`config.mk`:
```
export PLATFORM = sky130hd
export DESIGN_NAME = qspi_master
export DESIGN_NICKNAME = d
export VERILOG_FILES = /design/src/rtl/qspi_pkg.sv /design/src/rtl/qspi_clkdiv.sv /design/src/rtl/qspi_regs.sv /design/src/rtl/qspi_engine.sv /design/src/rtl/qspi_master.sv
export SDC_FILE = /design/constraint.sdc
export NUM_CORES = 1
export LEC_CHECK = 0
export BUFFER_PORTS_ARGS = -buffer_cell sky130_fd_sc_hd__buf_2
export CELL_PAD_IN_SITES_DETAIL_PLACEMENT = 1
export CELL_PAD_IN_SITES_GLOBAL_PLACEMENT = 1
export CORE_MARGIN = 3
export CORE_UTILIZATION = 50
export DETAILED_ROUTE_END_ITERATION = 6
export HOLD_SLACK_MARGIN = 0.1
export PLACE_DENSITY = 0.85
export SYNTH_ARGS = -nofsm -noshare
export SYNTH_HDL_FRONTEND = slang
export SYNTH_SLANG_ARGS = --single-unit
```
`constraint.sdc`:
```
create_clock -name clk -period 10.9 [get_ports clk]
set_input_delay 0 -clock clk [delete_from_list [all_inputs] [get_ports clk]]
set_output_delay 0 -clock clk [all_outputs]
set_load 0.05 [all_outputs]
```
`src/rtl/qspi_pkg.sv`:
```
package qspi_pkg;

    parameter int DATA_W = 16;
    parameter int LEN_W  = 4;
    parameter int DIV_W  = 8;
    parameter int NLANE  = 4;
    parameter int ADDR_W = 3;
    parameter int FLAG_W = 3;

    typedef enum logic [1:0] {
        LANE_X1  = 2'd0,
        LANE_X2  = 2'd1,
        LANE_X4  = 2'd2,
        LANE_RSV = 2'd3
    } lane_mode_e;

    typedef struct packed {
        logic [LEN_W-1:0] len;
        logic             ss_on;
        logic             rx_dir;
        lane_mode_e       mode;
    } ctrl_t;

    localparam int CTRL_W = $bits(ctrl_t);

    localparam logic [ADDR_W-1:0] ADDR_CTRL = 3'd0;
    localparam logic [ADDR_W-1:0] ADDR_DIV  = 3'd1;
    localparam logic [ADDR_W-1:0] ADDR_TXD  = 3'd2;
    localparam logic [ADDR_W-1:0] ADDR_RXD  = 3'd3;
    localparam logic [ADDR_W-1:0] ADDR_FLG  = 3'd4;
    localparam logic [ADDR_W-1:0] ADDR_IEN  = 3'd5;

    localparam int FLG_TXE = 0;
    localparam int FLG_RXF = 1;
    localparam int FLG_OVR = 2;

    function automatic int lanes_of(input lane_mode_e m);
        case (m)
            LANE_X1: return 1;
            LANE_X2: return 2;
            default: return 4;
        endcase
    endfunction

    function automatic logic [NLANE-1:0] lane_mask(input lane_mode_e m);
        case (m)
            LANE_X1: return 4'b0001;
            LANE_X2: return 4'b0011;
            default: return 4'b1111;
        endcase
    endfunction

    // Left-justify a right-aligned frame word so its first bit sits at the top.
    function automatic logic [DATA_W-1:0] align_tx(input logic [DATA_W-1:0] w,
                                                   input logic [LEN_W-1:0]  len,
                                                   input lane_mode_e        m);
        int nbits;
        nbits = (int'(len) + 1) * lanes_of(m);
        if (nbits >= DATA_W) return w;
        return w << (DATA_W - nbits);
    endfunction

endpackage

```
`src/rtl/qspi_clkdiv.sv`:
```
module qspi_clkdiv
    import qspi_pkg::*;
(
    input  logic             clk,
    input  logic             rst,
    input  logic             run,
    input  logic [DIV_W-1:0] div,
    output logic             tick
);
    logic [DIV_W-1:0] cnt_q;

    assign tick = run && (cnt_q == div);

    always_ff @(posedge clk) begin
        if (rst || !run || tick) cnt_q <= '0;
        else                     cnt_q <= cnt_q + 1'b1;
    end
endmodule

```
`src/rtl/qspi_regs.sv`:
```
module qspi_regs
    import qspi_pkg::*;
(
    input  logic              clk,
    input  logic              rst,
    input  logic              bus_wr,
    input  logic              bus_rd,
    input  logic [ADDR_W-1:0] bus_addr,
    input  logic [DATA_W-1:0] bus_wdata,
    output logic [DATA_W-1:0] bus_rdata,
    output ctrl_t             ctrl,
    output logic [DIV_W-1:0]  div_val,
    output logic [DATA_W-1:0] tx_word,
    output logic              tx_full,
    input  logic              eng_take,
    input  logic              eng_done,
    input  logic [DATA_W-1:0] eng_rx,
    output logic [FLAG_W-1:0] flags,
    output logic [FLAG_W-1:0] ien,
    output logic              irq
);
    logic              rx_full_q;
    logic              ovr_q;
    logic [DATA_W-1:0] rx_buf_q;

    logic wr_ctrl, wr_div, wr_txd, wr_flg, wr_ien, rd_rxd;

    assign wr_ctrl = bus_wr && (bus_addr == ADDR_CTRL);
    assign wr_div  = bus_wr && (bus_addr == ADDR_DIV);
    assign wr_txd  = bus_wr && (bus_addr == ADDR_TXD);
    assign wr_flg  = bus_wr && (bus_addr == ADDR_FLG);
    assign wr_ien  = bus_wr && (bus_addr == ADDR_IEN);
    assign rd_rxd  = bus_rd && (bus_addr == ADDR_RXD);

    always_ff @(posedge clk) begin
        if (rst) begin
            ctrl    <= '0;
            div_val <= '0;
            ien     <= '0;
        end else begin
            if (wr_ctrl) ctrl    <= ctrl_t'(bus_wdata[CTRL_W-1:0]);
            if (wr_div)  div_val <= bus_wdata[DIV_W-1:0];
            if (wr_ien)  ien     <= bus_wdata[FLAG_W-1:0];
        end
    end

    // Transmit holding register: a write wins over a same-cycle take.
    always_ff @(posedge clk) begin
        if (rst) begin
            tx_full <= 1'b0;
            tx_word <= '0;
        end else if (wr_txd) begin
            tx_full <= 1'b1;
            tx_word <= bus_wdata;
        end else if (eng_take) begin
            tx_full <= 1'b0;
        end
    end

    // Receive side: a completing frame wins over any clear in the same cycle.
    always_ff @(posedge clk) begin
        if (rst) begin
            rx_full_q <= 1'b0;
            ovr_q     <= 1'b0;
            rx_buf_q  <= '0;
        end else begin
            if (eng_done) begin
                rx_buf_q  <= eng_rx;
                rx_full_q <= 1'b1;
            end else if (rd_rxd || (wr_flg && bus_wdata[FLG_RXF])) begin
                rx_full_q <= 1'b0;
            end
            if (eng_done && rx_full_q)             ovr_q <= 1'b1;
            else if (wr_flg && bus_wdata[FLG_OVR]) ovr_q <= 1'b0;
        end
    end

    always_comb begin
        flags          = '0;
        flags[FLG_TXE] = !tx_full;
        flags[FLG_RXF] = rx_full_q;
        flags[FLG_OVR] = ovr_q;
    end

    assign irq = |(flags & ien);

    always_comb begin
        bus_rdata = '0;
        case (bus_addr)
            ADDR_CTRL: bus_rdata[CTRL_W-1:0] = ctrl;
            ADDR_DIV:  bus_rdata[DIV_W-1:0]  = div_val;
            ADDR_RXD:  bus_rdata             = rx_buf_q;
            ADDR_FLG:  bus_rdata[FLAG_W-1:0] = flags;
            ADDR_IEN:  bus_rdata[FLAG_W-1:0] = ien;
            default:   bus_rdata             = '0;
        endcase
    end
endmodule

```
`src/rtl/qspi_engine.sv`:
```
module qspi_engine
    import qspi_pkg::*;
(
    input  logic              clk,
    input  logic              rst,
    input  logic              tick,
    input  logic              tx_full,
    input  logic [DATA_W-1:0] tx_word,
    input  lane_mode_e        cfg_mode,
    input  logic              cfg_dir,
    input  logic [LEN_W-1:0]  cfg_len,
    input  logic [NLANE-1:0]  dq_in,
    output logic              busy,
    output logic              take,
    output logic              done,
    output logic [DATA_W-1:0] rx_word,
    output logic              sclk,
    output logic [NLANE-1:0]  dq_out,
    output logic [NLANE-1:0]  dq_oe
);
    lane_mode_e        mode_q;
    logic              dir_q;
    logic [LEN_W-1:0]  cnt_q;
    logic [DATA_W-1:0] txsh_q;
    logic [DATA_W-1:0] rxsh_q;
    logic              sclk_q;
    logic              busy_q;

    logic              last_clk;
    logic              fall_evt;
    logic              rise_evt;
    logic [DATA_W-1:0] rx_next;
    logic [DATA_W-1:0] tx_next;

    assign last_clk = (cnt_q == '0);
    assign rise_evt = busy_q && tick && !sclk_q;
    assign fall_evt = busy_q && tick &&  sclk_q;
    assign done     = fall_evt && last_clk;
    assign take     = tx_full && (!busy_q || done);

    always_comb begin
        case (mode_q)
            LANE_X1: begin
                rx_next = {rxsh_q[DATA_W-2:0], dq_in[1]};
                tx_next = {txsh_q[DATA_W-2:0], 1'b0};
            end
            LANE_X2: begin
                rx_next = {rxsh_q[DATA_W-3:0], dq_in[1:0]};
                tx_next = {txsh_q[DATA_W-3:0], 2'b00};
            end
            default: begin
                rx_next = {rxsh_q[DATA_W-5:0], dq_in};
                tx_next = {txsh_q[DATA_W-5:0], 4'b0000};
            end
        endcase
    end

    always_ff @(posedge clk) begin
        if (rst) begin
            busy_q <= 1'b0;
            sclk_q <= 1'b0;
            cnt_q  <= '0;
            mode_q <= LANE_X1;
            dir_q  <= 1'b0;
            txsh_q <= '0;
            rxsh_q <= '0;
        end else begin
            if (rise_evt) begin
                sclk_q <= 1'b1;
                rxsh_q <= rx_next;
            end
            if (fall_evt) begin
                sclk_q <= 1'b0;
                if (!last_clk) begin
                    cnt_q  <= cnt_q - 1'b1;
                    txsh_q <= tx_next;
                end
            end
            if (take) begin
                busy_q <= 1'b1;
                mode_q <= cfg_mode;
                dir_q  <= cfg_dir;
                cnt_q  <= cfg_len;
                txsh_q <= align_tx(tx_word, cfg_len, cfg_mode);
                rxsh_q <= '0;
            end else if (done) begin
                busy_q <= 1'b0;
            end
        end
    end

    // Lane drive: single lane always sends; wider modes send only when dir is 0.
    generate
        for (genvar g = 0; g < NLANE; g++) begin : g_lane
            logic en;
            assign en        = busy_q && lane_mask(mode_q)[g] &&
                               ((mode_q == LANE_X1) || !dir_q);
            assign dq_oe[g]  = en;
            assign dq_out[g] = en && txsh_q[DATA_W - lanes_of(mode_q) + g];
        end
    endgenerate

    assign busy    = busy_q;
    assign sclk    = sclk_q;
    assign rx_word = rxsh_q;
endmodule

```
`src/rtl/qspi_master.sv`:
```
module qspi_master
    import qspi_pkg::*;
(
    input  logic              clk,
    input  logic              rst,
    input  logic              bus_wr,
    input  logic              bus_rd,
    input  logic [ADDR_W-1:0] bus_addr,
    input  logic [DATA_W-1:0] bus_wdata,
    output logic [DATA_W-1:0] bus_rdata,
    output logic              irq,
    output logic              sclk,
    output logic              ss_n,
    output logic [NLANE-1:0]  dq_out,
    output logic [NLANE-1:0]  dq_oe,
    input  logic [NLANE-1:0]  dq_in
);
    ctrl_t             ctrl;
    logic [DIV_W-1:0]  div_val;
    logic [DATA_W-1:0] tx_word;
    logic              tx_full;
    logic              take;
    logic              done;
    logic [DATA_W-1:0] rx_word;
    logic [FLAG_W-1:0] flags;
    logic [FLAG_W-1:0] ien;
    logic              busy;
    logic              tick;

    qspi_regs u_regs (
        .clk       (clk),
        .rst       (rst),
        .bus_wr    (bus_wr),
        .bus_rd    (bus_rd),
        .bus_addr  (bus_addr),
        .bus_wdata (bus_wdata),
        .bus_rdata (bus_rdata),
        .ctrl      (ctrl),
        .div_val   (div_val),
        .tx_word   (tx_word),
        .tx_full   (tx_full),
        .eng_take  (take),
        .eng_done  (done),
        .eng_rx    (rx_word),
        .flags     (flags),
        .ien       (ien),
        .irq       (irq)
    );

    qspi_clkdiv u_div (
        .clk  (clk),
        .rst  (rst),
        .run  (busy),
        .div  (div_val),
        .tick (tick)
    );

    qspi_engine u_eng (
        .clk      (clk),
        .rst      (rst),
        .tick     (tick),
        .tx_full  (tx_full),
        .tx_word  (tx_word),
        .cfg_mode (ctrl.mode),
        .cfg_dir  (ctrl.rx_dir),
        .cfg_len  (ctrl.len),
        .dq_in    (dq_in),
        .busy     (busy),
        .take     (take),
        .done     (done),
        .rx_word  (rx_word),
        .sclk     (sclk),
        .dq_out   (dq_out),
        .dq_oe    (dq_oe)
    );

    assign ss_n = !ctrl.ss_on;
endmodule

```
==> results of run 1 <==
## cell usage in the layout, fill, tap and decap left out, drive strengths merged, types with 3 or more instances in the layout
cell type	instances
o211ai	3
nor3	15
a21oi	55
inv	19
fa	4
nand4	4
nand2	100
mux2i	49
xnor2	7
nand3b	4
a311oi	3
nor2b	8
buf	62
nand3	12
a221oi	11
ha	25
a211oi	36
xor2	17
and3	8
nor4	9
a22oi	30
a221o	3
mux4	9
nor2	92
dfxtp	103
mux2	38
o21ai	11
nor3b	5
nand2b	6
clkbuf	10
clkinv	3
and2	14
dlygate4sd3	22
## tightest hold or removal path, delay by kind of cell
family | cells | cell delay (ps)
AO/OA/AOI/OAI | 1 | 70
buffers and inverters | 1 | 210
AND/OR/NAND/NOR | 2 | 210
## per-layer routing
metal,vias up,wire [um],global-route usage,share of wire
li1,2890,-,-,-
met1,3072,9095,0.3918,0.43
met5,-,0,0,0
met3,43,1222,0.04178,0.058
met2,225,10350,0.4857,0.49
met4,0,467,0.1008,0.022
## where the power goes
part / total, mW / leakage (nW) / internal (mW) / switching (mW)
logic: 0.0932 / 2.11 / 0.0371 / 0.0561
registers: 0.392 / 0.832 / 0.382 / 0.0101
clock network: 0.340 / 0.142 / 0.182 / 0.158
total: 0.825 / 3.09 / 0.601 / 0.224
## path summary, 6_finish.rpt
kind	from	to
max	u_regs.ctrl[1]	u_eng.txsh_q[3]
min	bus_addr[2]	u_regs.ovr_q
max reg2reg	u_regs.ctrl[1]	u_eng.txsh_q[3]
min reg2reg	u_eng.dir_q	u_eng.dir_q
## state kept, by name, summed over array words and instances (netlist names), 2 cells and up
name             flops
u_regs.div_val       8
u_eng.mode_q         2
u_regs.ctrl          8
u_eng.cnt_q          4
u_eng.txsh_q        16
u_eng.rx_word       16
u_regs.rx_buf_q     16
u_regs.tx_word      16
u_regs.ien           3
u_div.cnt_q          8
## cells in the mapped netlist, types with 2 or more instances
| master | number | area (um^2) |
|---|---|---|
| sky130_fd_sc_hd__a221oi_1 | 10 | 87.58 |
| sky130_fd_sc_hd__nand2_1 | 100 | 375.4 |
| sky130_fd_sc_hd__and3_1 | 7 | 43.79 |
| sky130_fd_sc_hd__nor2_1 | 92 | 345.3 |
| sky130_fd_sc_hd__o22ai_1 | 2 | 12.51 |
| sky130_fd_sc_hd__xor2_1 | 16 | 140.1 |
| sky130_fd_sc_hd__buf_2 | 10 | 50.05 |
| sky130_fd_sc_hd__nor3_4 | 2 | 32.53 |
| sky130_fd_sc_hd__buf_6 | 7 | 78.83 |
| sky130_fd_sc_hd__nand4_1 | 4 | 25.02 |
| sky130_fd_sc_hd__nor4_1 | 6 | 37.54 |
| sky130_fd_sc_hd__nand3_1 | 12 | 60.06 |
| sky130_fd_sc_hd__dfxtp_1 | 103 | 2062 |
| sky130_fd_sc_hd__nand2b_1 | 6 | 37.54 |
| sky130_fd_sc_hd__buf_4 | 6 | 45.04 |
| sky130_fd_sc_hd__fa_1 | 4 | 80.08 |
| sky130_fd_sc_hd__o211ai_1 | 3 | 22.52 |
| sky130_fd_sc_hd__a211oi_1 | 35 | 262.8 |
| sky130_fd_sc_hd__nor4_4 | 2 | 42.54 |
| sky130_fd_sc_hd__a221o_1 | 3 | 30.03 |
| sky130_fd_sc_hd__xnor2_1 | 7 | 61.31 |
| sky130_fd_sc_hd__a311oi_1 | 3 | 26.28 |
| sky130_fd_sc_hd__a21oi_1 | 55 | 275.3 |
| sky130_fd_sc_hd__nand3b_1 | 4 | 30.03 |
| sky130_fd_sc_hd__buf_1 | 3 | 11.26 |
| sky130_fd_sc_hd__nor3_1 | 13 | 65.06 |
| sky130_fd_sc_hd__mux4_2 | 9 | 202.7 |
| sky130_fd_sc_hd__clkbuf_1 | 29 | 108.9 |
| sky130_fd_sc_hd__o21ai_0 | 10 | 50.05 |
| sky130_fd_sc_hd__nor3b_1 | 5 | 37.54 |
| sky130_fd_sc_hd__clkbuf_8 | 4 | 55.05 |
| sky130_fd_sc_hd__nor2b_1 | 8 | 50.05 |
| sky130_fd_sc_hd__a41oi_1 | 2 | 17.52 |
| sky130_fd_sc_hd__mux2i_1 | 49 | 490.5 |
| sky130_fd_sc_hd__a31oi_1 | 2 | 12.51 |
| sky130_fd_sc_hd__mux2_2 | 37 | 416.7 |
| sky130_fd_sc_hd__inv_1 | 16 | 60.06 |
| sky130_fd_sc_hd__a22oi_1 | 30 | 225.2 |
| sky130_fd_sc_hd__ha_1 | 25 | 312.8 |
| sky130_fd_sc_hd__a21o_1 | 2 | 15.01 |
| sky130_fd_sc_hd__and2_1 | 14 | 87.58 |
| sky130_fd_sc_hd__clkinv_1 | 2 | 7.510 |
## cell type report
type / count / area share
Clock buffer: 10 / 0.03056
Clock inverter: 6 / 0.01052
Tap cell: 172 / 0.02872
Multi-Input combinational cell: 602 / 0.5717
Timing Repair Buffer: 84 / 0.07380
Sequential cell: 103 / 0.2752
Inverter: 19 / 0.009517
## through the flow
stage | cell area, um^2 | power, mW
2_1_floorplan | 6751 | 0.4631
3_3_place_gp | 6965 | 0.4812
3_5_place_dp | 6965 | 0.4857
4_1_cts | 7493 | 0.8261
5_1_grt | 7493 | 0.8544
6_report | 7493 | 0.8251
## what timing repair did
action | in CTS | in global routing
setup endpoints to repair | 0 | 0
hold endpoints to repair | 41 | 0
resized for setup | 0 | 0
buffers inserted | 0 | 0
hold buffers | 22 | 0
## cells by family after synthesis
logic type	synth area share
compound gates	0.1790
buf+inv	0.06227
simple gates	0.1963
xor+xnor	0.03225
fa+ha+maj	0.05819
mux	0.1666
flops	0.3054
==> flow_results.xml, run 1 <==
<?xml version="1.0" encoding="UTF-8"?>
<metrics>
  <group name="route">
    <metric name="routed-via-count" unit="">6230</metric>
    <metric name="post-route-drc-count" unit="">0</metric>
    <metric name="drt_pass1_iterations" unit="">5</metric>
    <metric name="routed_wl" unit="um">21130</metric>
    <metric name="initialDrtViolationCount" unit="">430</metric>
    <metric name="wire_per_inst" unit="um">21.22</metric>
    <metric name="antenna_violating_nets_post_route" unit="">0</metric>
    <metric name="route.detailed.vias_per_inst" unit="">6.255</metric>
  </group>
  <group name="cells_and_area">
    <metric name="final_core_utilization" unit="">0.5797</metric>
    <metric name="layout-drive-gt1-share" unit="">0.1760</metric>
    <metric name="multi_input_area" unit="um^2">4284</metric>
    <metric name="insertedDiodeCount" unit="">0</metric>
    <metric name="area.sequential" unit="um^2">2062</metric>
    <metric name="fillerInstances" unit="">1571</metric>
    <metric name="final_cell_count_no_fill" unit="">996</metric>
    <metric name="layout_stage_area_growth_over_the_synthesis_result" unit="%">10.99</metric>
    <metric name="final_stage_net_count" unit="">875</metric>
  </group>
  <group name="clock_network">
    <metric name="clk_pin_slew_worst_paths" unit="ps">70</metric>
    <metric name="ctsLongestPathBuffers" unit="">2</metric>
    <metric name="tritoncts_clock_tree" unit="">done</metric>
    <metric name="htree_num_levels" unit="">3</metric>
    <metric name="cts_inserted_buffers" unit="">9</metric>
    <metric name="ctsRootBufferMaster" unit="">sky130_fd_sc_hd__clkbuf_16</metric>
    <metric name="worstSkewPairLatency" unit="ps">360</metric>
    <metric name="clock-sinks" unit="">103</metric>
  </group>
  <group name="placement">
    <metric name="placement.io_buffers" unit="">53</metric>
    <metric name="placed_cells_incl_taps" unit="">958</metric>
    <metric name="routability_congestion" unit="">0.8864</metric>
    <metric name="detailed_place_hpwl" unit="um">14820</metric>
    <metric name="dp_slack" unit="ps">5690</metric>
  </group>
  <group name="die">
    <metric name="coreArea" unit="um^2">12930</metric>
    <metric name="placementRows" unit="">41</metric>
    <metric name="floorplan.die.height" unit="um">122.2</metric>
    <metric name="dieWidth" unit="um">122.2</metric>
    <metric name="initial_core_utilization" unit="">0.5223</metric>
    <metric name="die_area" unit="um^2">14930</metric>
    <metric name="io-pin-count" unit="">54</metric>
  </group>
  <group name="sta">
    <metric name="timing.setup.tns" unit="ps">0</metric>
    <metric name="post-route-min-period" unit="ps">5366</metric>
    <metric name="maxSlewViolCount" unit="">0</metric>
    <metric name="final_count_of_negative_setup_slack_endpoints" unit="">0</metric>
    <metric name="hold_viol" unit="">0</metric>
    <metric name="worstMarginPinSlew" unit="ps">1253</metric>
    <metric name="clock_skew" unit="ps">8.961</metric>
    <metric name="final_critical_path_setup_slack" unit="ps">5534</metric>
    <metric name="final.hold.worst_slack" unit="ps">171.6</metric>
    <metric name="maxSlewHeadroom" unit="">0.1609</metric>
    <metric name="clock.fmax" unit="MHz">186.3</metric>
    <metric name="share_of_the_cycle_needed_by_the_critical_path_after_routing" unit="">0.4923</metric>
    <metric name="rsz_0062_raised_after_global_routing" unit="">false</metric>
  </group>
  <group name="synth">
    <metric name="yosys.cell_types.count" unit="">66</metric>
    <metric name="syn_inst" unit="">783</metric>
    <metric name="ys_async_sr_fraction" unit="">0</metric>
    <metric name="synth.net_count" unit="">839</metric>
    <metric name="ys_dominant_reg_cell" unit="">sky130_fd_sc_hd__dfxtp_1</metric>
    <metric name="ys_ff_latch" unit="">103</metric>
    <metric name="mappedNetlistArea" unit="um^2">6751</metric>
    <metric name="yosysSeqAreaShare" unit="">0.3054</metric>
    <metric name="post_synth.cell_area_avg" unit="um^2">8.623</metric>
    <metric name="synth-edff-count" unit="">0</metric>
    <metric name="ys.warnings.count" unit="">0</metric>
  </group>
  <group name="global_route">
    <metric name="globalRoute.totalOverflow" unit="">0</metric>
    <metric name="grt_pass1_vias" unit="">6391</metric>
    <metric name="grt_util_all_layers" unit="">0.2933</metric>
    <metric name="initial_antenna_violation_count" unit="">0</metric>
    <metric name="grt_max_degree" unit="">82</metric>
    <metric name="grt_pass1_wl" unit="um">34510</metric>
  </group>
  <group name="pwr">
    <metric name="power_per_cell_area" unit="nW/um^2">110.1</metric>
    <metric name="worst_case_vdd_ir_drop" unit="uV">75.86</metric>
    <metric name="total_leakage_power" unit="nW">3.086</metric>
  </group>
  <group name="critical_path">
    <metric name="crit_buf_inv" unit="">2</metric>
    <metric name="critical-path-slowest-cell" unit="">sky130_fd_sc_hd__dfxtp_1</metric>
    <metric name="crit_family" unit="">adder cells</metric>
    <metric name="timing.critical_path.cells" unit="">inv_1 -&gt; nand2_1 -&gt; nor2_1 -&gt; ha_1 -&gt; ha_1 -&gt; fa_1 -&gt; ha_1 -&gt; a21oi_1 -&gt; xnor2_1 -&gt; a32oi_2 -&gt; a21oi_1 -&gt; ha_1 -&gt; or4_4 -&gt; nor4_1 -&gt; buf_4 -&gt; o2111ai_1 -&gt; a311oi_1</metric>
    <metric name="crit_required" unit="ps">11160</metric>
    <metric name="cp-end-kind" unit="">flip-flop</metric>
    <metric name="regToRegSetupSlack" unit="ps">5530</metric>
    <metric name="timing.critical_path.depth" unit="">17</metric>
    <metric name="crit_path_max_fanout" unit="">11</metric>
    <metric name="timing.setup.critical_path_class" unit="">flip-flop to flip-flop</metric>
    <metric name="reg2reg_depth" unit="">17</metric>
    <metric name="timing.critical_path.mode_cell" unit="">sky130_fd_sc_hd__ha_1</metric>
    <metric name="critical_path.max_stage_delay" unit="ps">570</metric>
    <metric name="crit_arrival" unit="ps">5620</metric>
    <metric name="critical_path.startpoint_type" unit="">flip-flop</metric>
  </group>
  <group name="job">
    <metric name="max-cap-violations" unit="">0</metric>
  </group>
  <group name="run_status">
    <metric name="status" unit="">finished clean</metric>
  </group>
  <group name="worst_hold_path">
    <metric name="worst_hold_path.num_cells" unit="">4</metric>
    <metric name="min_path_type" unit="">input pin to flip-flop</metric>
  </group>
</metrics>
No activity file was read; power rests on OpenSTA's default activity.
==> run 2: changes to the inputs <==
--- a/config.mk
+++ b/config.mk
@@ -9,10 +9,10 @@
 export CELL_PAD_IN_SITES_DETAIL_PLACEMENT = 1
 export CELL_PAD_IN_SITES_GLOBAL_PLACEMENT = 1
 export CORE_MARGIN = 3
-export CORE_UTILIZATION = 50
+export CORE_UTILIZATION = 46
 export DETAILED_ROUTE_END_ITERATION = 6
 export HOLD_SLACK_MARGIN = 0.1
-export PLACE_DENSITY = 0.85
+export PLACE_DENSITY = 0.79
 export SYNTH_ARGS = -nofsm -noshare
 export SYNTH_HDL_FRONTEND = slang
 export SYNTH_SLANG_ARGS = --single-unit
==> constraint.sdc (replaced) <==
create_clock -name clk -period 5.1 [get_ports clk]
set_input_delay 0 -clock clk [delete_from_list [all_inputs] [get_ports clk]]
set_output_delay 0 -clock clk [all_outputs]
set_load 0.05 [all_outputs]
==> run 2 against run 1 <==
Against the previous run: hold slack got worse by 54 ps; core utilization decreased by 4.0 points; sequential share of layout area decreased by 0.35 points; clock-buffer cell count unchanged; clock skew increased by 1.9 ps; first-iteration DRC count decreased by 10%; total power increased by 110%; highest routed layer unchanged; non-clock buffer count increased by 10; sequential cell count unchanged; cell count increased by 1.8%; routed wire length decreased by 1.0%; maximum frequency increased by 9.5%.
==> flow_results.xml, run 2 (synthesized netlist as in run 1, its figures left out) <==
<?xml version="1.0" encoding="UTF-8"?>
<metrics>
  <group name="sta">
    <metric name="worstMarginPinSlew" unit="ps">1212</metric>
    <metric name="timing.setup.tns" unit="ps">0</metric>
    <metric name="final_critical_path_setup_slack" unit="ps">199.7</metric>
    <metric name="clock.fmax" unit="MHz">204.1</metric>
    <metric name="hold_viol" unit="">0</metric>
    <metric name="share_of_the_cycle_needed_by_the_critical_path_after_routing" unit="">0.9608</metric>
    <metric name="clock_skew" unit="ps">10.88</metric>
    <metric name="maxSlewHeadroom" unit="">0.1888</metric>
    <metric name="final.hold.worst_slack" unit="ps">117.1</metric>
    <metric name="post-route-min-period" unit="ps">4900</metric>
    <metric name="maxSlewViolCount" unit="">0</metric>
    <metric name="final_count_of_negative_setup_slack_endpoints" unit="">0</metric>
  </group>
  <group name="cells_and_area">
    <metric name="area.sequential" unit="um^2">2066</metric>
    <metric name="layout_stage_area_growth_over_the_synthesis_result" unit="%">12.62</metric>
    <metric name="insertedDiodeCount" unit="">0</metric>
    <metric name="layout_common_cells" unit="">sky130_fd_sc_hd__nand2_1 (100), sky130_fd_sc_hd__dfxtp_1 (100), sky130_fd_sc_hd__nor2_1 (91)</metric>
    <metric name="layout.cell_area.non_filler" unit="um^2">7604</metric>
    <metric name="multi_input_area" unit="um^2">4327</metric>
    <metric name="layout-drive-gt1-share" unit="">0.2002</metric>
    <metric name="final_core_utilization" unit="">0.5394</metric>
    <metric name="fillerInstances" unit="">1708</metric>
    <metric name="final_stage_net_count" unit="">885</metric>
  </group>
  <group name="critical_path">
    <metric name="timing.critical_path.cells" unit="">ha_2 -&gt; nand3_1 -&gt; nor3_1 -&gt; ha_1 -&gt; ha_1 -&gt; fa_2 -&gt; ha_1 -&gt; a211o_1 -&gt; o32ai_2 -&gt; a32oi_2 -&gt; a21oi_1 -&gt; ha_2 -&gt; or4_4 -&gt; nor4_1 -&gt; a222oi_1 -&gt; a211oi_1</metric>
    <metric name="crit_path_max_fanout" unit="">5</metric>
    <metric name="crit_required" unit="ps">5370</metric>
    <metric name="crit_buf_inv" unit="">0</metric>
    <metric name="cp-end-kind" unit="">flip-flop</metric>
    <metric name="timing.critical_path.mode_cell" unit="">sky130_fd_sc_hd__ha_1</metric>
    <metric name="critical_path.max_stage_delay" unit="ps">610</metric>
    <metric name="critical-path-slowest-cell" unit="">sky130_fd_sc_hd__fa_2</metric>
    <metric name="crit_arrival" unit="ps">5170</metric>
    <metric name="timing.setup.critical_path_class" unit="">flip-flop to flip-flop</metric>
    <metric name="critical_path.startpoint_type" unit="">flip-flop</metric>
    <metric name="crit_family" unit="">adder cells</metric>
  </group>
  <group name="pwr">
    <metric name="total_leakage_power" unit="nW">3.135</metric>
    <metric name="power_per_cell_area" unit="nW/um^2">227.7</metric>
    <metric name="worst_case_vdd_ir_drop" unit="uV">176.0</metric>
  </group>
  <group name="die">
    <metric name="io-pin-count" unit="">54</metric>
    <metric name="placementRows" unit="">43</metric>
    <metric name="coreArea" unit="um^2">14100</metric>
    <metric name="die_area" unit="um^2">16170</metric>
    <metric name="dieWidth" unit="um">127.2</metric>
    <metric name="initial_core_utilization" unit="">0.4790</metric>
    <metric name="floorplan.die.height" unit="um">127.2</metric>
  </group>
  <group name="run_status">
    <metric name="status" unit="">finished clean</metric>
  </group>
  <group name="route">
    <metric name="post-route-drc-count" unit="">0</metric>
    <metric name="initialDrtViolationCount" unit="">387</metric>
    <metric name="routed-via-count" unit="">6208</metric>
    <metric name="wire_per_inst" unit="um">20.62</metric>
    <metric name="drt_pass1_iterations" unit="">4</metric>
    <metric name="route.detailed.vias_per_inst" unit="">6.122</metric>
    <metric name="antenna_violating_nets_post_route" unit="">0</metric>
    <metric name="routed_wl" unit="um">20910</metric>
  </group>
  <group name="global_route">
    <metric name="grt_pass1_wl" unit="um">33910</metric>
    <metric name="grt_max_degree" unit="">55</metric>
    <metric name="grt_pass1_vias" unit="">6432</metric>
    <metric name="globalRoute.totalOverflow" unit="">0</metric>
    <metric name="grt_util_all_layers" unit="">0.2580</metric>
    <metric name="initial_antenna_violation_count" unit="">0</metric>
  </group>
  <group name="worst_hold_path">
    <metric name="min_path_type" unit="">input pin to flip-flop</metric>
  </group>
  <group name="clock_network">
    <metric name="clk_pin_slew_worst_paths" unit="ps">70</metric>
    <metric name="worstSkewPairLatency" unit="ps">360</metric>
    <metric name="htree_num_levels" unit="">3</metric>
    <metric name="ctsLongestPathBuffers" unit="">2</metric>
    <metric name="clock-sinks" unit="">103</metric>
    <metric name="cts_inserted_buffers" unit="">9</metric>
    <metric name="ctsRootBufferMaster" unit="">sky130_fd_sc_hd__clkbuf_16</metric>
    <metric name="tritoncts_clock_tree" unit="">done</metric>
  </group>
  <group name="placement">
    <metric name="detailed_place_hpwl" unit="um">14530</metric>
    <metric name="routability_congestion" unit="">0.8804</metric>
    <metric name="placement.io_buffers" unit="">53</metric>
    <metric name="dp_slack" unit="ps">249.3</metric>
    <metric name="dpl_cell_area" unit="um^2">7030</metric>
  </group>
  <group name="job">
    <metric name="max-cap-violations" unit="">0</metric>
  </group>
</metrics>
[run 2: routing by layer]
metal | routed length [um] | global-route usage | vias to the layer above
li1 | - | - | 2902
met1 | 9442 | 0.3520 | 3097
met2 | 9985 | 0.4228 | 168
met3 | 900 | 0.03470 | 41
met4 | 585 | 0.08580 | 0
met5 | 0 | 0 | -
[run 2: worst reg2reg max path, stage by stage, from the launching register on]
cell                       delay, ps
sky130_fd_sc_hd__dfxtp_2         380
sky130_fd_sc_hd__ha_2            230
sky130_fd_sc_hd__nand3_1         140
sky130_fd_sc_hd__nor3_1          170
sky130_fd_sc_hd__ha_1            260
sky130_fd_sc_hd__ha_1            310
sky130_fd_sc_hd__fa_2            610
sky130_fd_sc_hd__ha_1            250
sky130_fd_sc_hd__a211o_1         300
sky130_fd_sc_hd__o32ai_2         170
sky130_fd_sc_hd__a32oi_2         110
sky130_fd_sc_hd__a21oi_1         170
sky130_fd_sc_hd__ha_2            300
sky130_fd_sc_hd__or4_4           580
sky130_fd_sc_hd__nor4_1          400
sky130_fd_sc_hd__a222oi_1        190
sky130_fd_sc_hd__a211oi_1        270
[run 2: report_power, final]
group | leakage (nW) | total (mW) | internal, mW | switching [mW]
clock network | 0.141 | 0.685 | 0.352 | 0.333
logic | 2.16 | 0.210 | 0.0851 | 0.125
registers | 0.833 | 0.837 | 0.817 | 0.0196
[run 2: through the flow]
step,power (mW),std cells
floorplan,0.9899,783
global placement,1.033,973
detailed placement,1.042,973
CTS,1.729,1011
global route,1.795,1014
finish,1.731,1014
[run 2: path summary, 6_finish.rpt]
check	end	slack, ps	cells past startpoint	start
max	u_eng.txsh_q[15]	200	16	u_regs.ctrl[5]
min	u_regs.rx_buf_q[7]	120	2	rst
max reg2reg	u_eng.txsh_q[15]	200	16	u_regs.ctrl[5]
min reg2reg	u_eng.dir_q	460	2	u_eng.dir_q
[run 2: layout make-up]
class	instances	area share
well taps	180	0.02962
flip-flops and latches	103	0.2717
multi-input cells	602	0.5690
inverters	19	0.009380
clock inverters	6	0.006582
repair buffers	94	0.08228
clock buffers	10	0.03143
[run 2: repair_timing]
| action | 4_1_cts | 5_1_grt |
|---|---|---|
| gates resized for setup | 0 | 12 |
| endpoints found under the hold margin | 41 | 0 |
| endpoints found under the setup margin | 0 | 7 |
| hold buffers | 22 | 0 |
| setup buffers | 0 | 2 |
==> run 3: changes to the inputs <==
--- a/config.mk
+++ b/config.mk
@@ -9,10 +9,10 @@
 export CELL_PAD_IN_SITES_DETAIL_PLACEMENT = 1
 export CELL_PAD_IN_SITES_GLOBAL_PLACEMENT = 1
 export CORE_MARGIN = 3
-export CORE_UTILIZATION = 46
+export CORE_UTILIZATION = 50
 export DETAILED_ROUTE_END_ITERATION = 6
 export HOLD_SLACK_MARGIN = 0.1
-export PLACE_DENSITY = 0.79
+export PLACE_DENSITY = 0.85
 export SYNTH_ARGS = -nofsm -noshare
 export SYNTH_HDL_FRONTEND = slang
 export SYNTH_SLANG_ARGS = --single-unit
==> constraint.sdc (replaced) <==
create_clock -name clk -period 5.7 [get_ports clk]
set_input_delay 0 -clock clk [delete_from_list [all_inputs] [get_ports clk]]
set_output_delay 0 -clock clk [all_outputs]
set_load 0.05 [all_outputs]
==> run 3 against run 2 <==
Against the previous run: sequential power fell by 10%; largest power group unchanged; critical path depth stayed put; core utilization increased by 4.5 points.
==> flow_results.xml, run 3 (synthesized netlist as in run 1, its figures left out) <==
<?xml version="1.0" encoding="UTF-8"?>
<metrics>
  <group name="run_status">
    <metric name="status" unit="">finished clean</metric>
  </group>
  <group name="sta">
    <metric name="hold_viol" unit="">0</metric>
    <metric name="clock.fmax" unit="MHz">181.8</metric>
    <metric name="maxSlewHeadroom" unit="">0.1559</metric>
    <metric name="final_count_of_negative_setup_slack_endpoints" unit="">0</metric>
    <metric name="post-route-min-period" unit="ps">5501</metric>
    <metric name="share_of_the_cycle_needed_by_the_critical_path_after_routing" unit="">0.9651</metric>
    <metric name="final.hold.worst_slack" unit="ps">106.7</metric>
    <metric name="timing.setup.tns" unit="ps">0</metric>
    <metric name="worstMarginPinSlew" unit="ps">1261</metric>
    <metric name="clock_skew" unit="ps">15.66</metric>
    <metric name="maxSlewViolCount" unit="">0</metric>
    <metric name="final_critical_path_setup_slack" unit="ps">198.7</metric>
    <metric name="rsz_0062_raised_after_global_routing" unit="">false</metric>
  </group>
  <group name="pwr">
    <metric name="power_per_cell_area" unit="nW/um^2">211.1</metric>
    <metric name="worst_case_vdd_ir_drop" unit="uV">173.0</metric>
    <metric name="total_power" unit="mW">1.594</metric>
    <metric name="total_leakage_power" unit="nW">3.114</metric>
  </group>
  <group name="route">
    <metric name="wire_per_inst" unit="um">22.47</metric>
    <metric name="drt_pass1_iterations" unit="">5</metric>
    <metric name="antenna_violating_nets_post_route" unit="">0</metric>
    <metric name="routed-via-count" unit="">6365</metric>
    <metric name="route.detailed.vias_per_inst" unit="">6.359</metric>
    <metric name="initialDrtViolationCount" unit="">549</metric>
    <metric name="routed_wl" unit="um">22500</metric>
    <metric name="post-route-drc-count" unit="">0</metric>
  </group>
  <group name="cells_and_area">
    <metric name="final_stage_net_count" unit="">880</metric>
    <metric name="layout_stage_area_growth_over_the_synthesis_result" unit="%">11.84</metric>
    <metric name="final_common_cell" unit="">sky130_fd_sc_hd__dfxtp_1</metric>
    <metric name="insertedDiodeCount" unit="">0</metric>
    <metric name="final_cell_count_no_fill" unit="">1001</metric>
    <metric name="layout-drive-gt1-share" unit="">0.1834</metric>
    <metric name="layout_common_cells" unit="">sky130_fd_sc_hd__dfxtp_1 (102), sky130_fd_sc_hd__nand2_1 (100), sky130_fd_sc_hd__nor2_1 (91)</metric>
  </group>
  <group name="die">
    <metric name="initial_core_utilization" unit="">0.5223</metric>
    <metric name="io-pin-count" unit="">54</metric>
    <metric name="coreArea" unit="um^2">12930</metric>
    <metric name="floorplan.die.height" unit="um">122.2</metric>
    <metric name="die_area" unit="um^2">14930</metric>
    <metric name="dieWidth" unit="um">122.2</metric>
    <metric name="placementRows" unit="">41</metric>
  </group>
  <group name="global_route">
    <metric name="grtUsageMet3" unit="">0.04828</metric>
    <metric name="grt_pass1_vias" unit="">6661</metric>
    <metric name="grt_max_degree" unit="">82</metric>
    <metric name="met2_usage" unit="">0.5119</metric>
    <metric name="grt_util_all_layers" unit="">0.3064</metric>
    <metric name="initial_antenna_violation_count" unit="">0</metric>
    <metric name="globalRoute.totalOverflow" unit="">0</metric>
    <metric name="grt_pass1_wl" unit="um">35710</metric>
    <metric name="global_route_met1_utilization" unit="">0.3871</metric>
    <metric name="globalRoute.busiestLayer" unit="">met2</metric>
  </group>
  <group name="job">
    <metric name="max-cap-violations" unit="">0</metric>
  </group>
  <group name="critical_path">
    <metric name="crit_family" unit="">adder cells</metric>
    <metric name="crit_arrival" unit="ps">5770</metric>
    <metric name="critical_path.startpoint_type" unit="">flip-flop</metric>
    <metric name="timing.setup.critical_path_class" unit="">flip-flop to flip-flop</metric>
    <metric name="rr_startpoint" unit="">u_regs.ctrl[4]</metric>
    <metric name="crit_required" unit="ps">5970</metric>
    <metric name="cp-end-kind" unit="">flip-flop</metric>
    <metric name="timing.critical_path.cells" unit="">ha_1 -&gt; nand3_1 -&gt; nor3_1 -&gt; ha_1 -&gt; ha_1 -&gt; fa_1 -&gt; fa_1 -&gt; o32ai_2 -&gt; a32oi_4 -&gt; a21oi_1 -&gt; ha_1 -&gt; or4_4 -&gt; nor4_1 -&gt; buf_4 -&gt; o2111ai_1 -&gt; a311oi_1</metric>
    <metric name="crit_buf_inv" unit="">1</metric>
    <metric name="critical_path.max_stage_delay" unit="ps">570</metric>
    <metric name="crit_start" unit="">u_regs.ctrl[4]</metric>
    <metric name="critical-path-slowest-cell" unit="">sky130_fd_sc_hd__or4_4</metric>
    <metric name="timing.critical_path.mode_cell" unit="">sky130_fd_sc_hd__ha_1</metric>
    <metric name="crit_path_max_fanout" unit="">9</metric>
  </group>
  <group name="clock_network">
    <metric name="htree_num_levels" unit="">3</metric>
    <metric name="clock-sinks" unit="">103</metric>
    <metric name="ctsRootBufferMaster" unit="">sky130_fd_sc_hd__clkbuf_16</metric>
    <metric name="cts_inserted_buffers" unit="">9</metric>
    <metric name="cts_post_setup_buffers_inserted" unit="">0</metric>
    <metric name="clk_pin_slew_worst_paths" unit="ps">70</metric>
    <metric name="worstSkewPairLatency" unit="ps">360</metric>
    <metric name="tritoncts_clock_tree" unit="">done</metric>
    <metric name="ctsLongestPathBuffers" unit="">2</metric>
  </group>
  <group name="placement">
    <metric name="routability_congestion" unit="">0.9379</metric>
    <metric name="dp_slack" unit="ps">274.5</metric>
    <metric name="placement.io_buffers" unit="">53</metric>
    <metric name="detailed_place_hpwl" unit="um">15030</metric>
    <metric name="placed_cells_incl_taps" unit="">963</metric>
  </group>
  <group name="worst_hold_path">
    <metric name="holdCritStartpoint" unit="">dq_in[3]</metric>
    <metric name="min_path_type" unit="">input pin to flip-flop</metric>
  </group>
</metrics>
## run 3: cell types whose count changed in the layout (fill, tap and decap cells not counted), sizes merged
cell and change:
buf -5, clkinvlp +1, inv -1, clkbuf -1, bufinv +1
## run 3: tightest hold or removal path, stage by stage
cell,delay (ps)
sky130_fd_sc_hd__buf_2,100
sky130_fd_sc_hd__a22oi_1,200
sky130_fd_sc_hd__a211oi_1,110
## run 3: worst paths after layout
path                      end  slack (ps)  cells past startpoint
max           u_eng.txsh_q[3]         200                     16
min          u_eng.rx_word[3]         110                      3
max reg2reg   u_eng.txsh_q[3]         200                     16
min reg2reg       u_eng.dir_q         470                      2
## run 3: report_power, final
group	switching [mW]	total [mW]	leakage, nW	internal, mW
clock	0.309	0.659	0.147	0.350
sequential	0.0193	0.750	0.832	0.731
combinational	0.113	0.185	2.14	0.0726
total	0.441	1.59	3.11	1.15
## run 3: layout make-up
cell class / count / area, um^2
clock buffers: 9 / 225.2
clock inverters: 7 / 90.09
fillers: 1536 / 5376
inverters: 19 / 71.32
multi-input cells: 602 / 4295
flip-flops and latches: 103 / 2063
well taps: 172 / 215.2
repair buffers: 89 / 590.6
## run 3: metal layers
layer / wire [um] / up-vias / share of wire
met3: 1250 / 73 / 0.056
met4: 849 / 0 / 0.038
met2: 10880 / 260 / 0.48
li1: - / 2894 / -
met1: 9520 / 3138 / 0.42
met5: 0 / - / 0
## run 3: timing repair
item,CTS,global route
resized for setup,0,2
setup endpoints to repair,0,4
hold endpoints to repair,40,0
hold buffers,22,0
## run 3: stage by stage
stage,cell area (um^2),util
2_1_floorplan,6751,-
6_report,7551,0.5841
3_5_place_dp,7003,0.5417
4_1_cts,7538,0.5831
5_1_grt,7551,0.5841
3_3_place_gp,7003,0.5417
